$ cat config.mk
export PLATFORM = sky130hd
export DESIGN_NAME = fm_port_front
export DESIGN_NICKNAME = d
export VERILOG_FILES = /design/src/rtl/fm_port_front.sv
export SDC_FILE = /design/constraint.sdc
export NUM_CORES = 1
export LEC_CHECK = 0
export ABC_AREA = 1
export BUFFER_PORTS_ARGS = -buffer_cell sky130_fd_sc_hd__buf_2
export CAP_MARGIN = 10
export CORE_MARGIN = 2
export CORE_UTILIZATION = 49
export CTS_CLUSTER_DIAMETER = 30
export DETAILED_ROUTE_END_ITERATION = 6
export GPL_TIMING_DRIVEN = 1
export PLACE_DENSITY = 0.76
export REMOVE_ABC_BUFFERS = 1
export SLEW_MARGIN = 20
export SYNTH_ARGS = -nofsm -noshare
export SYNTH_HDL_FRONTEND = slang
export SYNTH_SLANG_ARGS = --single-unit
export TNS_END_PERCENT = 30
$ cat constraint.sdc
create_clock -name clk -period 1.5 [get_ports clk]
set_clock_uncertainty 0.2 [all_clocks]
set_input_delay 0.225 -clock clk [delete_from_list [all_inputs] [get_ports clk]]
set_output_delay 0.225 -clock clk [all_outputs]
set_load 0.02 [all_outputs]
$ cat src/rtl/fm_port_front.sv
module fm_port_front (
  input  logic       clk,
  input  logic       rst_n,
  input  logic [1:0] mode,
  input  logic [3:0] port,
  input  logic       wr_en,
  input  logic       rd_en,
  input  logic [7:0] wdata,
  input  logic [7:0] stat0,
  input  logic [7:0] stat1,
  output logic       c0_we,
  output logic [8:0] c0_addr,
  output logic [7:0] c0_data,
  output logic       c1_we,
  output logic [8:0] c1_addr,
  output logic [7:0] c1_data,
  output logic       t0_we,
  output logic [1:0] t0_sel,
  output logic [7:0] t0_data,
  output logic       t1_we,
  output logic [1:0] t1_sel,
  output logic [7:0] t1_data,
  output logic [7:0] rdata,
  output logic [7:0] vol_l,
  output logic [7:0] vol_r
);
  localparam logic [1:0] M_SOLO = 2'd0;
  localparam logic [1:0] M_PAIR = 2'd1;
  localparam logic [1:0] M_AUX  = 2'd3;
  localparam logic [3:0] CTL_A  = 4'hA;
  localparam logic [3:0] CTL_D  = 4'hB;
  localparam logic [7:0] ESC_ON  = 8'hFF;
  localparam logic [7:0] ESC_OFF = 8'hFE;

  logic [8:0] idx_n;
  logic [7:0] idx_p0, idx_p1;
  logic       win_on, was_pair;
  logic [7:0] win_idx;

  function automatic logic is_tmr(input logic [8:0] r);
    return r >= 9'h002 && r <= 9'h004;
  endfunction

  function automatic logic [7:0] pair_val(input logic s, input logic [7:0] r, input logic [7:0] v);
    if (r >= 8'hE0) return {6'd0, v[1:0]};
    if (r >= 8'hC0 && r <= 8'hC8) return {(s ? 4'hA : 4'h5), v[3:0]};
    return v;
  endfunction

  wire is_pair = mode == M_PAIR;
  wire is_old  = ~mode[1];
  wire is_aux  = mode == M_AUX;
  wire a_wr    = wr_en & ~port[0];
  wire d_wr    = wr_en &  port[0];
  wire on_ca   = is_aux & (port == CTL_A);
  wire on_cd   = is_aux & (port == CTL_D);
  wire esc     = (wdata == ESC_ON) | (wdata == ESC_OFF);
  wire ctl_aw  = a_wr & on_ca & (esc | win_on);
  wire ctl_dw  = d_wr & on_cd & win_on;
  wire n_aw    = a_wr & ~is_pair & ~ctl_aw;
  wire n_dw    = d_wr & ~is_pair & ~ctl_dw;
  wire hit0    = is_pair & (port[3] | ~port[1]);
  wire hit1    = is_pair & (port[3] |  port[1]);
  wire p0_dw   = d_wr & hit0 & (idx_p0 != 8'h05);
  wire p1_dw   = d_wr & hit1 & (idx_p1 != 8'h05);
  wire p0_tm   = is_tmr({1'b0, idx_p0});
  wire p1_tm   = is_tmr({1'b0, idx_p1});
  wire n_tm    = is_tmr(idx_n);
  wire entry   = is_pair & ~was_pair;

  logic [7:0] ctl_rd;
  always_comb begin
    case (win_idx)
      8'h00:   ctl_rd = 8'h70;
      8'h09:   ctl_rd = vol_l;
      8'h0A:   ctl_rd = vol_r;
      8'h15:   ctl_rd = 8'h71;
      default: ctl_rd = 8'hFF;
    endcase
  end

  always_ff @(posedge clk) begin
    if (!rst_n) begin
      idx_n <= '0; idx_p0 <= '0; idx_p1 <= '0;
      win_on <= 1'b0; win_idx <= '0; was_pair <= 1'b0;
      vol_l <= 8'hFF; vol_r <= 8'hFF;
    end else begin
      was_pair <= is_pair;
      if (n_aw) idx_n <= is_old ? {1'b0, wdata} : {port[1], wdata};
      if (a_wr & hit0) idx_p0 <= wdata;
      if (a_wr & hit1) idx_p1 <= wdata;
      if (ctl_aw) begin
        if (wdata == ESC_ON) win_on <= 1'b1;
        else if (wdata == ESC_OFF) win_on <= 1'b0;
        else win_idx <= wdata;
      end
      if (ctl_dw && win_idx == 8'h09) vol_l <= wdata;
      if (ctl_dw && win_idx == 8'h0A) vol_r <= wdata;
    end
  end

  always_ff @(posedge clk) begin
    if (!rst_n) begin
      c0_we <= 1'b0; c0_addr <= '0; c0_data <= '0;
      c1_we <= 1'b0; c1_addr <= '0; c1_data <= '0;
      t0_we <= 1'b0; t0_sel <= '0; t0_data <= '0;
      t1_we <= 1'b0; t1_sel <= '0; t1_data <= '0;
    end else begin
      c0_we <= 1'b0; c1_we <= 1'b0; t0_we <= 1'b0; t1_we <= 1'b0;
      if (entry) begin
        c0_we <= 1'b1; c0_addr <= 9'h105; c0_data <= 8'h01;
      end else if (n_dw & ~n_tm) begin
        c0_we <= 1'b1; c0_addr <= idx_n; c0_data <= wdata;
      end else if (p0_dw & ~p0_tm) begin
        c0_we <= 1'b1; c0_addr <= {1'b0, idx_p0}; c0_data <= pair_val(1'b0, idx_p0, wdata);
      end
      if (n_dw & n_tm) begin
        t0_we <= 1'b1; t0_sel <= idx_n[1:0] - 2'd2; t0_data <= wdata;
      end else if (p0_dw & p0_tm) begin
        t0_we <= 1'b1; t0_sel <= idx_p0[1:0] - 2'd2; t0_data <= wdata;
      end
      if (p1_dw & ~p1_tm) begin
        c1_we <= 1'b1; c1_addr <= {1'b1, idx_p1}; c1_data <= pair_val(1'b1, idx_p1, wdata);
      end
      if (p1_dw & p1_tm) begin
        t1_we <= 1'b1; t1_sel <= idx_p1[1:0] - 2'd2; t1_data <= wdata;
      end
    end
  end

  always_ff @(posedge clk) begin
    if (!rst_n) rdata <= 8'hFF;
    else if (rd_en) begin
      if (is_pair)                  rdata <= port[0] ? 8'hFF : ((port[1] ? stat1 : stat0) | 8'h06);
      else if (on_ca & win_on)      rdata <= 8'h00;
      else if (on_cd & win_on)      rdata <= ctl_rd;
      else if (port[1:0] != 2'b00)  rdata <= 8'hFF;
      else                          rdata <= (mode == M_SOLO) ? (stat0 | 8'h06) : stat0;
    end
  end
endmodule

After elaboration in Yosys (flattened, before gate mapping)
Cells that the tools add are included.
Word-level totals
  register bits after elaboration: 117
  latch bits: 0
  RAM bits: 0
  bits in read-only memories: 0
  bits of input ports: 34
  output and inout port bits: 82
  word-level logic and storage cells: 165
  memories kept: 0
Cells by class
  add/subtract/negate cells: 3
  $mul: 0
  divide/modulo/power cells: 0
  magnitude comparators: 12
  equality and inequality tests: 11
  shift-type cells: 0
  multiplexer cells: 54
  bitwise operators: 45
  reductions and logical operators: 17
Operators with widths (number)
  2-to-1 mux 8 bit: 18
  2-to-1 mux 9 bit: 4
  greater-or-equal comparator 8 bit, second input constant: 4
  one-hot mux 8 bit (4 select lines): 1
  AND 1 bit: 29
  2-to-1 mux 1 bit: 28
  equality test 8 x 4 -> 1 bit, second input constant: 2
  equality test 8 bit, second input constant: 2
  greater-or-equal comparator 8 x 2 -> 1 bit, second input constant: 2
  <= comparator 8 x 3 -> 1 bit, second input constant: 2
  <= comparator 8 bit, second input constant: 2
  != test 8 x 3 -> 1 bit, second input constant: 2
  NOT 1 bit: 12
  greater-or-equal comparator 9 x 2 -> 1 bit, second input constant: 1
  <= comparator 9 x 3 -> 1 bit, second input constant: 1
  equality test 4 bit, second input constant: 2
  equality test 8 x 5 -> 1 bit, second input constant: 1
  logical NOT 8 bit: 1
  nonzero test 2 bit: 4
  logical AND 1 bit: 7
  subtractor 2 bit, second input constant: 3
  2-to-1 mux 2 bit: 2
  OR 1 bit: 4
  2-to-1 mux 3 bit: 1
  other kinds (7): 7

Depth between registers and ports, before layout
  depth in word-level cells: 20
  mapped depth: 12
  gate-level depth less buffers: 12

Least setup slack after synthesis
Ideal clock, no wire load.
  path type: flip-flop to flip-flop
  from: reg idx_n[1]
  to: reg t0_sel[0]
  library setup time: 0.117 ns
  arrival time: 1.308 ns
  path slack: -0.125 ns
  stages on the path, launching flop included: 10
  path buffers: 1
  cell sequence: dfxtp_1 > nor2_1 > nor2_2 > nand3_2 > nand2b_2 > nand2_2 > inv_1 > buf_6 > nor2_1 > nor2_1
Between the ends
  cells in the longest elaborated chain, start to end: 4
  elaborated cells on any way between the ends: 6
  classes of those cells: 2 x order compare; 1 x mux; 1 x bitwise; 2 x reduce/logical
RTL lines
  from (decl): line 35  | logic [8:0] idx_n;
  from (signal assigned): line 89  | if (n_aw) idx_n <= is_old ? {1'b0, wdata} : {port[1], wdata};
  greater-or-equal comparator 9 x 2 -> 1 bit or <= comparator 9 x 3 -> 1 bit (tied branches): line 41  | return r >= 9'h002 && r <= 9'h004;
  logical AND 1 bit (*): line 41
  AND 1 bit (*): line 117  | if (n_dw & n_tm) begin
  2-to-1 mux 2 bit or nonzero test 2 bit (tied branches)
  to (signal assigned): line 106  | t0_we <= 1'b0; t0_sel <= '0; t0_data <= '0;
  to (signal assigned): line 118  | t0_we <= 1'b1; t0_sel <= idx_n[1:0] - 2'd2; t0_data <= wdata;
  to (signal assigned): line 120  | t0_we <= 1'b1; t0_sel <= idx_p0[1:0] - 2'd2; t0_data <= wdata;
  to (decl): line 18  | output logic [1:0] t0_sel,
Every way passes the cells marked *; elsewhere a longest branch is shown, timed or not.
A chain may end at the register's enable or synchronous reset.

Final worst setup path
  from: reg win_idx[4]
  to: reg rdata[7]
Between the ends
  cells in the longest elaborated chain, start to end: 5
  elaborated cells on any way between the ends: 8
  classes of those cells: 3 x eq/ne; 4 x mux; 1 x reduce/logical
RTL lines
  from (decl): line 38  | logic [7:0] win_idx;
  from (signal assigned): line 95  | else win_idx <= wdata;
  equality test 8 x 5 -> 1 bit, or another cell as far along: line 73  | case (win_idx)
  one-hot mux 8 bit (4 select lines) (*): line 73
  2-to-1 mux 8 bit (*): line 136  | else if (on_cd & win_on) rdata <= ctl_rd;
  2-to-1 mux 8 bit (*): line 135  | else if (on_ca & win_on) rdata <= 8'h00;
  2-to-1 mux 8 bit (*): line 134  | if (is_pair) rdata <= port[0] ? 8'hFF : ((port[1] ? stat1 : stat0) | 8'h06);
  to (signal assigned): line 134
  to (signal assigned): line 136
  to (signal assigned): line 138  | else rdata <= (mode == M_SOLO) ? (stat0 | 8'h06) : stat0;
  to (decl): line 23  | output logic [7:0] rdata,
Marked as above.

==> impl_metrics.csv <==
group,metric,value,unit
status,outcome,"finished with violations",
status,violations,"DRC, setup timing",
layout,utilization,78.6,%
power,clkPwrFrac,48.3,%
route,wl,23400,um
hold_path,whs_path_depth,4,
clocking,cts_buffers,17,
place,postPlaceCellArea,6650,um2
grt,grt_first_pass_wirelength,29400,um
grt,grt_start_max_net_pins,43,
layout,final_nets,1046,
timing,rsz0062_at_grt,"yes",
route,drc,1,
floorplanning,num_rows,38,
floorplanning,die-area,11700,um2
timing,finalCritPeriodShare,129,%
power,p_comb_share,12.9,%
critical_path,r2r_cells,12,
timing,tightest_slew,0.428,ns
layout,drive_gt1_share,46.6,%
place,hpwlAfterDp,11100,um
critical_path,worstReg2RegStart,"win_idx[4]$_SDFFE_PN0P_",
yosys,synth_edf_count,0,
floorplanning,ios,116,
clocking,clock-sinks,117,
power,power-per-cell-area,996,nW/um2
grt,grt_use_total,32.3,%
route,vias_per_cell,5.92,
layout,multiInputGateArea,3090,um2
clocking,cts_root_buffer,"clkbuf_8",
yosys,ys.flop_type,"dfxtp_1",
yosys,netlist_area,5330,um2
clocking,cts.reportedPaths.clkPinSlew,0.06,ns
yosys,yosysSeqAreaShare,43.9,%
power,power_frac_seq,38.8,%
layout,regArea,2410,um2
yosys,synth_cells,766,
yosys,synth-seq-cells,117,
route,ant_nets,0,
run,max-cap-violations,0,
clocking,cts_tree,"yes",
timing,setup_viol,98,
yosys,synth.top_cell.area_share,43.9,%
grt,antenna_found_initial,0,
floorplanning,core,10700,um2
grt,grt_pass1_vias,6023,
critical_path,cp_max_fo,4,
floorplanning,start_util,49.6,%
place,gp_congestion,0.931,
critical_path,r2r_end,"rdata[7]$_SDFFE_PN1P_",
power,p_switching,2370,uW
route,drtIter0Drc,908,
yosys,synth_common_cells,"nand2_1, nor2_1, dfxtp_1",
place,pre_cts_ws,-0.288,ns
layout,diodes,0,
floorplanning,chipHeight,108,um
grt,grt_overflow_total,0,
power,intPower,6040,uW
hold_path,min_from,"wdata[2]",
hold_path,hold_end,"c1_data[2]$_SDFFE_PN0P_",
route,first_pass_iters,7,
critical_path,rrSetupSlack,-0.43,ns
timing,final_max_slew_viol_count,0,
critical_path,cp-start-kind,"flop",
layout,area_growth,58.3,%
critical_path,end_kind,"flop",
place,io_buffer_count,113,
timing,hold_violations,0,
timing,slew_headroom,71.4,%
clocking,clock_latency,0.52,ns
timing,fmaxAchievable,0.518,GHz
route,wl_per_cell,20.1,um
critical_path,critPathRequiredTime,1.76,ns
hold_path,hold_path.class,"primary input to flop",
power,p_leak,0.00398,uW
layout,fill_cells,646,
layout,post-route-cell-area,8450,um2
critical_path,cp.arrival,2.19,ns
yosys,yosys_warnings,0,
yosys,synth_most_common_cell,"nand2_1",
clocking,cts_max_path_buffers,2,
yosys,synth_cell_types,34,
route,num_vias,6893,
power,vdd_ir_drop_max,0.000546,V
power,switching_share,28.2,%
yosys,synth_area_leaders,"dfxtp_1, nand2_1, nor2_1",
timing,post-route-min-period,1.93,ns
yosys,yosysTopAreaCell,"dfxtp_1",
yosys,async_reset_ff_share,0,%
clocking,htreeDepth,4,
critical_path,worstSetupPathType,"flop to flop",
timing,worst_slack,-0.430,ns
yosys,avgSynthCellArea,6.96,um2
floorplanning,die_x,108,um
layout make-up:
type	instances	area share (%)
clock inverter	14	1.79
clock buffer	18	5.07
sequential	117	28.5
timing repair inverter	2	0.163
tap	140	2.07
inverter	68	3.42
timing repair buffer	258	22.4
multi-input combinational	548	36.6
cell families (layout without fill, tap and decap cells):
group,count (synthesis),count (layout),share of synthesized area (%)
AND/OR/NAND/NOR,404,404,33.3
AO/OA/AOI/OAI,144,144,14.4
flip-flops,117,117,43.9
buffers and inverters,101,360,8.47
cell usage in the layout, fill, tap and decap left out, types with 4 or more instances in the layout:
cell type	count
clkinv_2	5
nand3_4	4
buf_4	123
o21ai_0	41
nand2_1	131
inv_6	7
inv_1	34
dlygate4sd3_1	25
o21ai_2	6
nand3_1	27
dfxtp_4	6
clkinv_4	5
nand3_2	19
buf_2	90
nor2_4	18
o21ai_1	26
dfxtp_1	76
a21oi_2	8
nand2_8	4
inv_2	23
nand2_2	30
nand4_1	5
clkinvlp_4	4
clkbuf_16	17
buf_6	16
o211ai_1	16
nor2_2	27
dfxtp_2	35
a21oi_1	45
nand2_4	14
nor2_1	117
how the worst max path moves through the flow:
stage | startpoint | end | slack (ns) | cells after the start
finish | win_idx[4]$_SDFFE_PN0P_ | rdata[7]$_SDFFE_PN1P_ | -0.43 | 12
global route | win_idx[4]$_SDFFE_PN0P_ | rdata[7]$_SDFFE_PN1P_ | -0.52 | 12
floorplan | mode[1] | t1_data[0]$_SDFFE_PN0P_ | -0.41 | 8
CTS | idx_n[8]$_SDFFE_PN0P_ | t0_data[1]$_SDFFE_PN0P_ | -0.15 | 8
global placement | win_idx[4]$_SDFFE_PN0P_ | rdata[3]$_SDFFE_PN1P_ | -0.24 | 10
detailed placement | mode[1] | t1_sel[0]$_SDFFE_PN0P_ | -0.29 | 10
critical path, stage by stage (launching register included):
cell     delay (ns)
dfxtp_2        0.37
nor2_4         0.20
nand2_4        0.12
nor2_4         0.21
buf_6          0.17
nand2_1        0.07
nand2_1        0.07
inv_1          0.08
nand3_2        0.08
nand2_2        0.07
nand2_2        0.07
nand2_1        0.08
nand2_1        0.09
power groups by stage:
| stage | clock [uW] | sequential (uW) | combinational [uW] |
|---|---|---|---|
| after floorplan | 0 | 3400 | 336 |
| after global placement | 0 | 3320 | 825 |
| after detailed placement | 0 | 3320 | 837 |
| after CTS | 4030 | 3260 | 955 |
| after global routing | 4190 | 3270 | 1140 |
| final | 4060 | 3260 | 1080 |
repair_timing:
action	4_1_cts	5_1_grt
endpoints found under the setup margin	93	115
cloned	5	2
buffers inserted	10	7
pin swaps	41	41
hold buffers	25	0
hold endpoints to repair	53	0
gates resized for setup	149	155
registers in the layout (all words and copies together), names as in the netlist, 2 cells and up:
| signal | cells |
|---|---|
| idx_p0 | 8 |
| t1_sel | 2 |
| t0_sel | 2 |
| vol_r | 8 |
| c0_data | 8 |
| t1_data | 8 |
| win_idx | 8 |
| rdata | 8 |
| c1_addr | 9 |
| c1_data | 8 |
| vol_l | 8 |
| c0_addr | 9 |
| idx_n | 9 |
| t0_data | 8 |
| idx_p1 | 8 |
layer usage:
| metal | global-route usage, % | vias up | part of all wire, % |
|---|---|---|---|
| met4 | 17.7 | 0 | 8.6 |
| met1 | 39.3 | 3122 | 35 |
| li1 | - | 2961 | - |
| met3 | 6.57 | 218 | 11 |
| met5 | 0 | - | 0 |
| met2 | 53.5 | 592 | 45 |
per-stage QoR:
step,setup TNS [ns],hold slack (ns),std cells,power [uW]
3_3_place_gp,-18.31,0.247,1085,4140
2_1_floorplan,-9.28,0.123,733,3740
4_1_cts,-4.56,0.0349,1156,8240
3_5_place_dp,-20.89,0.251,1085,4150
5_1_grt,-25.99,0.0392,1165,8600
6_report,-21.43,0.0610,1165,8410
Power figures use the tool's default switching activity.
